### config.mk
export PLATFORM = sky130hd
export DESIGN_NAME = mon_hs_ctrl
export DESIGN_NICKNAME = d
export VERILOG_FILES = /design/src/rtl/mon_hs_pkg.sv /design/src/rtl/mon_tmo.sv /design/src/rtl/mon_tx.sv /design/src/rtl/mon_rx.sv /design/src/rtl/mon_hs_ctrl.sv
export SDC_FILE = /design/constraint.sdc
export NUM_CORES = 1
export LEC_CHECK = 0
export BUFFER_PORTS_ARGS = -buffer_cell sky130_fd_sc_hd__buf_2
export CORE_MARGIN = 3
export CORE_UTILIZATION = 46
export DETAILED_ROUTE_END_ITERATION = 10
export PLACE_DENSITY = 0.78
export SYNTH_ARGS = -nofsm -noshare
export SYNTH_HDL_FRONTEND = slang
export SYNTH_SLANG_ARGS = --single-unit
### constraint.sdc
create_clock -name clk -period 2.2 [get_ports clk]
set_input_delay 0.44 -clock clk [delete_from_list [all_inputs] [get_ports clk]]
set_output_delay 0.44 -clock clk [all_outputs]
set_load 0.01 [all_outputs]
### src/rtl/mon_hs_pkg.sv
package mon_hs_pkg;
  typedef enum logic [1:0] {
    TX_IDLE = 2'd0,
    TX_WAIT = 2'd1,
    TX_END  = 2'd2
  } tx_st_t;
endpackage

### src/rtl/mon_tmo.sv
module mon_tmo #(
  parameter int SF_LEN = 96,
  parameter int FNW    = 7
) (
  input  logic           clk,
  input  logic           rst_n,
  input  logic           stb,
  input  logic           en,
  input  logic           tmo_en,
  input  logic [FNW-1:0] frame_num,
  input  logic           tx_busy,
  input  logic           rx_busy,
  output logic           clr,
  output logic           abort
);
  localparam int NPOS = 2;
  localparam int POS_STEP = SF_LEN / NPOS;

  logic [NPOS-1:0] pos_hit;
  logic            hit;

  for (genvar i = 0; i < NPOS; i++) begin : g_pos
    assign pos_hit[i] = (frame_num == FNW'(1 + i * POS_STEP));
  end

  assign hit = stb && en && tmo_en && (|pos_hit);
  assign clr = stb && (!en || hit);

  always_ff @(posedge clk or negedge rst_n) begin
    if (!rst_n) abort <= 1'b0;
    else        abort <= hit && (tx_busy || rx_busy);
  end
endmodule

### src/rtl/mon_tx.sv
module mon_tx
  import mon_hs_pkg::*;
#(
  parameter int DW = 8
) (
  input  logic          clk,
  input  logic          rst_n,
  input  logic          stb,
  input  logic          clr,
  input  logic          mr_in,
  input  logic          snd_valid,
  input  logic [DW-1:0] snd_data,
  output logic          snd_ready,
  output logic [DW-1:0] data_out,
  output logic          mx_out,
  output logic          busy
);
  tx_st_t st;
  logic   fresh;
  logic   acked;

  assign acked     = (st == TX_WAIT) && !fresh && !mr_in;
  assign snd_ready = stb && !clr && ((st == TX_IDLE) || acked);
  assign busy      = (st == TX_WAIT);

  always_ff @(posedge clk or negedge rst_n) begin
    if (!rst_n) begin
      st       <= TX_IDLE;
      data_out <= '1;
      mx_out   <= 1'b1;
      fresh    <= 1'b0;
    end else if (clr) begin
      st       <= TX_IDLE;
      data_out <= '1;
      mx_out   <= 1'b1;
      fresh    <= 1'b0;
    end else if (stb) begin
      case (st)
        TX_IDLE: begin
          if (snd_valid) begin
            data_out <= snd_data;
            mx_out   <= 1'b0;
            fresh    <= 1'b1;
            st       <= TX_WAIT;
          end
        end
        TX_WAIT: begin
          fresh <= 1'b0;
          if (acked) begin
            if (snd_valid) begin
              data_out <= snd_data;
              fresh    <= 1'b1;
            end else begin
              mx_out <= 1'b1;
              st     <= TX_END;
            end
          end
        end
        default: st <= TX_IDLE;
      endcase
    end
  end
endmodule

### src/rtl/mon_rx.sv
module mon_rx #(
  parameter int DW = 8
) (
  input  logic          clk,
  input  logic          rst_n,
  input  logic          stb,
  input  logic          clr,
  input  logic [DW-1:0] data_in,
  input  logic          mx_in,
  input  logic          rcv_ready,
  output logic          rcv_valid,
  output logic [DW-1:0] rcv_data,
  output logic          mr_out,
  output logic          eom,
  output logic          busy
);
  logic [DW-1:0] ref_d;
  logic          ref_ok;
  logic          in_msg;
  logic          idle1;
  logic          blocked;
  logic          match;

  assign blocked = rcv_valid && !rcv_ready;
  assign match   = ref_ok && mr_out && (data_in == ref_d) && !blocked;
  assign busy    = in_msg || ref_ok;

  always_ff @(posedge clk or negedge rst_n) begin
    if (!rst_n) begin
      ref_d     <= '1;
      ref_ok    <= 1'b0;
      in_msg    <= 1'b0;
      idle1     <= 1'b0;
      mr_out    <= 1'b1;
      rcv_valid <= 1'b0;
      rcv_data  <= '0;
      eom       <= 1'b0;
    end else begin
      eom <= 1'b0;
      if (rcv_valid && rcv_ready) rcv_valid <= 1'b0;
      if (clr) begin
        ref_ok <= 1'b0;
        in_msg <= 1'b0;
        idle1  <= 1'b0;
        mr_out <= 1'b1;
      end else if (stb) begin
        mr_out <= 1'b1;
        if (!mx_in) begin
          idle1  <= 1'b0;
          ref_d  <= data_in;
          ref_ok <= 1'b1;
          if (match) begin
            rcv_valid <= 1'b1;
            rcv_data  <= data_in;
            mr_out    <= 1'b0;
            in_msg    <= 1'b1;
          end
        end else begin
          ref_ok <= 1'b0;
          if (in_msg) begin
            if (idle1) begin
              eom    <= 1'b1;
              in_msg <= 1'b0;
              idle1  <= 1'b0;
            end else begin
              idle1 <= 1'b1;
            end
          end
        end
      end
    end
  end
endmodule

### src/rtl/mon_hs_ctrl.sv
module mon_hs_ctrl #(
  parameter int DW     = 8,
  parameter int SF_LEN = 96,
  parameter int FNW    = $clog2(SF_LEN + 1)
) (
  input  logic          clk,
  input  logic          rst_n,
  input  logic          chan_en,
  input  logic          tmo_en,
  input  logic          frame_stb,
  input  logic [FNW-1:0] frame_num,
  input  logic [DW-1:0] line_data_in,
  input  logic          line_mr_in,
  input  logic          line_mx_in,
  output logic [DW-1:0] line_data_out,
  output logic          line_mr_out,
  output logic          line_mx_out,
  input  logic          snd_valid,
  output logic          snd_ready,
  input  logic [DW-1:0] snd_data,
  output logic          rcv_valid,
  input  logic          rcv_ready,
  output logic [DW-1:0] rcv_data,
  output logic          rcv_eom,
  output logic          xfer_abort
);
  logic clr;
  logic tx_busy;
  logic rx_busy;

  mon_tmo #(.SF_LEN(SF_LEN), .FNW(FNW)) u_tmo (
    .clk(clk), .rst_n(rst_n), .stb(frame_stb), .en(chan_en),
    .tmo_en(tmo_en), .frame_num(frame_num), .tx_busy(tx_busy),
    .rx_busy(rx_busy), .clr(clr), .abort(xfer_abort)
  );

  mon_tx #(.DW(DW)) u_tx (
    .clk(clk), .rst_n(rst_n), .stb(frame_stb), .clr(clr),
    .mr_in(line_mr_in), .snd_valid(snd_valid), .snd_data(snd_data),
    .snd_ready(snd_ready), .data_out(line_data_out), .mx_out(line_mx_out),
    .busy(tx_busy)
  );

  mon_rx #(.DW(DW)) u_rx (
    .clk(clk), .rst_n(rst_n), .stb(frame_stb), .clr(clr),
    .data_in(line_data_in), .mx_in(line_mx_in), .rcv_ready(rcv_ready),
    .rcv_valid(rcv_valid), .rcv_data(rcv_data), .mr_out(line_mr_out),
    .eom(rcv_eom), .busy(rx_busy)
  );
endmodule

==> flow_summary.json <==
{
  "status": "finished clean",
  "crit_chain": "buf_2 > or4b_4 > o31a_4 > nand2_2 > nor3_1 > buf_2",
  "seq_area_frac_synth_pct": 56.45,
  "clk_pin_slew_ns": 0.10,
  "final_net_count": 217,
  "rrSetupSlack_ns": 0.46,
  "row_count": 20,
  "layout_common_cells": "buf_2, dfstp_2, dfrtp_1, mux2_2",
  "cts_made_buffers": 5,
  "tightest_slew_ns": 0.7680,
  "grt_max_degree": 36,
  "multi_input_area_um2": 665.6,
  "hold_viol": 0,
  "synth.distinct_cells": 38,
  "cap_violations": 0,
  "r2r_cells": 5,
  "cts_tree": "yes",
  "antenna_found_initial": 0,
  "slew_viol_final": 0,
  "root_buffer": "clkbuf_4",
  "dieHeight_um": 64.82,
  "synth-seq-cells": 35,
  "drtPass1Iterations": 4,
  "place_ws_ns": -0.02703,
  "place.gp.congestion": 0.7653,
  "wl_per_cell_um": 14.83,
  "crit_start": "frame_num[1]",
  "diodes": 0,
  "overflow": 0,
  "worstHoldPathType": "primary input to async pin",
  "htree_levels": 2,
  "fillers": 280,
  "grt_pass1_wl_um": 5871,
  "pin_count": 54,
  "drt_iter0_markers": 30,
  "setup_violations": 0,
  "port_buffers": 53,
  "p_int_mw": 0.9764,
  "clockPowerShare_pct": 24.9,
  "drcViolationCount": 0,
  "power.density_mw_per_mm2": 669.2,
  "cts.path.max_buffers": 2,
  "regToRegEndpoint": "u_rx.rcv_data[6]",
  "slew_headroom_pct": 48.80,
  "die_w_um": 64.82,
  "drive_gt1_share_pct": 56.99,
  "path_class": "primary input to output port",
  "critPathLaunchType": "primary input",
  "switching_share_pct": 27.12,
  "vias": 1248,
  "ys_top_cells_by_area": "dfstp_2, dfrtp_1, mux2_2, o22a_1, xor2_1",
  "synth_flop_cell": "dfstp_2",
  "final.setup_skew_ns": 0.002282,
  "cp_slowest_cell": "or4b_4",
  "final_core_util_pct": 62.99,
  "regArea_um2": 898.4,
  "arrival_ns": 1.72,
  "switching_power_mw": 0.3634,
  "post_cts_buffers": 0,
  "synth_cells": 121,
  "area_delta_synth_final_pct": 25.79,
  "holdBufCountCts": 0,
  "worstPathMaxFanout": 3,
  "clk-insertion-delay-late_ns": 0.34,
  "endpoint": "snd_ready",
  "path_common_cell": "buf_2",
  "synth.avg_cell_area_um2": 13.15,
  "yosysTopAreaCell": "dfstp_2",
  "grt_usage_pct": 18.18,
  "syn_nets": 153,
  "worstPathRequired_ns": 1.76,
  "start_util_pct": 50.08,
  "fmax_mhz": 463.4,
  "cp-end-kind": "output port",
  "rsz0062_at_grt": "no",
  "seq_power_share_pct": 57.6,
  "grt_pass1_vias": 1320,
  "drt.antenna.violating_nets": 0,
  "final_common_cell": "buf_2",
  "dpl.hpwl_um": 2568,
  "post-route-cell-area_mm2": 0.002002,
  "final.min_clock_period_ns": 2.158,
  "pwr-share-comb_pct": 17.5,
  "yosysWarnings": 0,
  "avgViaCountPerCell": 5.426,
  "cts_sinks": 35,
  "hold_ws_ns": 0.1679,
  "p_leak_nw": 0.9448,
  "coreArea_mm2": 0.003178,
  "synth_top_cell_area_share_pct": 29.72,
  "rr_startpoint": "u_rx.ref_d[7]",
  "die-area_mm2": 0.004202,
  "peakVddDrop_mv": 0.4311,
  "fin_crit_sh_pct": 98.10,
  "dpl-instance-area_mm2": 0.001942,
  "async_reset_ff_share_pct": 100.0,
  "cpPeakStageDelay_ns": 0.55,
  "synth_edf_count": 0,
  "setup_ws_ns": 0.04183,
  "synth_area_mm2": 0.001592,
  "wirelength_um": 3412
}
[worst max-delay path: cells and delay by family]
family	cells	cell delay (ns)
AND/OR/NAND/NOR	3	0.68
buffers and inverters	2	0.23
AO/OA/AOI/OAI	1	0.37
[cell usage after synthesis (all sizes together), types with 2 or more instances]
cell / number
nand2: 4
o21ai: 4
a211oi: 2
nand2b: 2
nor2: 2
a21oi: 3
nor3: 2
xor2: 8
mux2: 16
o21a: 3
inv: 6
nand3: 3
buf: 2
nor4: 2
o22a: 8
dfstp: 18
dfrtp: 17
o31ai: 2
[area by class of cell]
class                           instances  area share (%)
Clock buffer                            7           2.250
Tap cell                               44           2.750
Sequential cell                        35           44.88
Multi-Input combinational cell         78           33.25
Inverter                                6           1.125
Clock inverter                          1          0.2500
Timing Repair Buffer                   59           15.50
[metrics by stage]
stage | std cells | power [mW] | TNS (ns)
floorplan | 121 | 0.9123 | 0
global placement | 222 | 1.002 | 0
detailed placement | 222 | 1.019 | -0.05306
CTS | 230 | 1.356 | 0
global route | 230 | 1.416 | 0
finish | 230 | 1.340 | 0
[layer usage]
metal / track usage [%] / up-vias / part of all wire [%]
met1: 21.47 / 611 / 38
met3: 5.373 / 8 / 6.8
met4: 7.388 / 0 / 1.8
li1: - / 586 / -
met2: 30.78 / 43 / 53
met5: 0 / - / 0
[worst min-delay path by stage]
| stage | depth (start not counted) | start | to | slack [ns] |
|---|---|---|---|---|
| 5_1_grt | 1 | rst_n | u_tx.fresh | 0.22 |
| 6_report | 1 | rst_n | u_tx.fresh | 0.17 |
| 4_1_cts | 1 | rst_n | u_rx.rcv_data[7] | 0.18 |
| 3_3_place_gp | 1 | u_rx.rcv_data[1] | u_rx.rcv_data[1] | 0.48 |
| 3_5_place_dp | 1 | u_rx.rcv_data[2] | u_rx.rcv_data[2] | 0.49 |
| 2_1_floorplan | 0 | rst_n | u_rx.eom | 0.14 |
[cell families (layout without fill, tap and decap cells)]
logic type	count (synthesis)	in the layout	share of synthesized area (%)
muxes	16	16	11.32
and+or+nand+nor	23	23	9.985
AOI/OAI and AO/OA	30	30	14.94
buffers and inverters	8	73	2.358
xor gates and xnor gates	9	9	4.953
DFF	35	35	56.45
[power by group through the flow]
stage | clock network, mW | registers (mW) | logic, mW
6_report | 0.334 | 0.772 | 0.234
5_1_grt | 0.377 | 0.780 | 0.260
4_1_cts | 0.347 | 0.772 | 0.237
3_5_place_dp | 0 | 0.784 | 0.235
3_3_place_gp | 0 | 0.777 | 0.225
2_1_floorplan | 0 | 0.785 | 0.127
[sequential cells by signal, indices dropped and copies added, names as in the netlist, 2 cells and up]
register / count
u_tx.st: 2
u_tx.data_out: 8
u_rx.rcv_data: 8
u_rx.ref_d: 8
[what timing repair did]
item / in CTS / in global routing
gates resized for setup: 0 / 2
hold endpoints to repair: 0 / 0
endpoints found under the setup margin: 0 / 1
No activity file was read; power rests on OpenSTA's default activity.
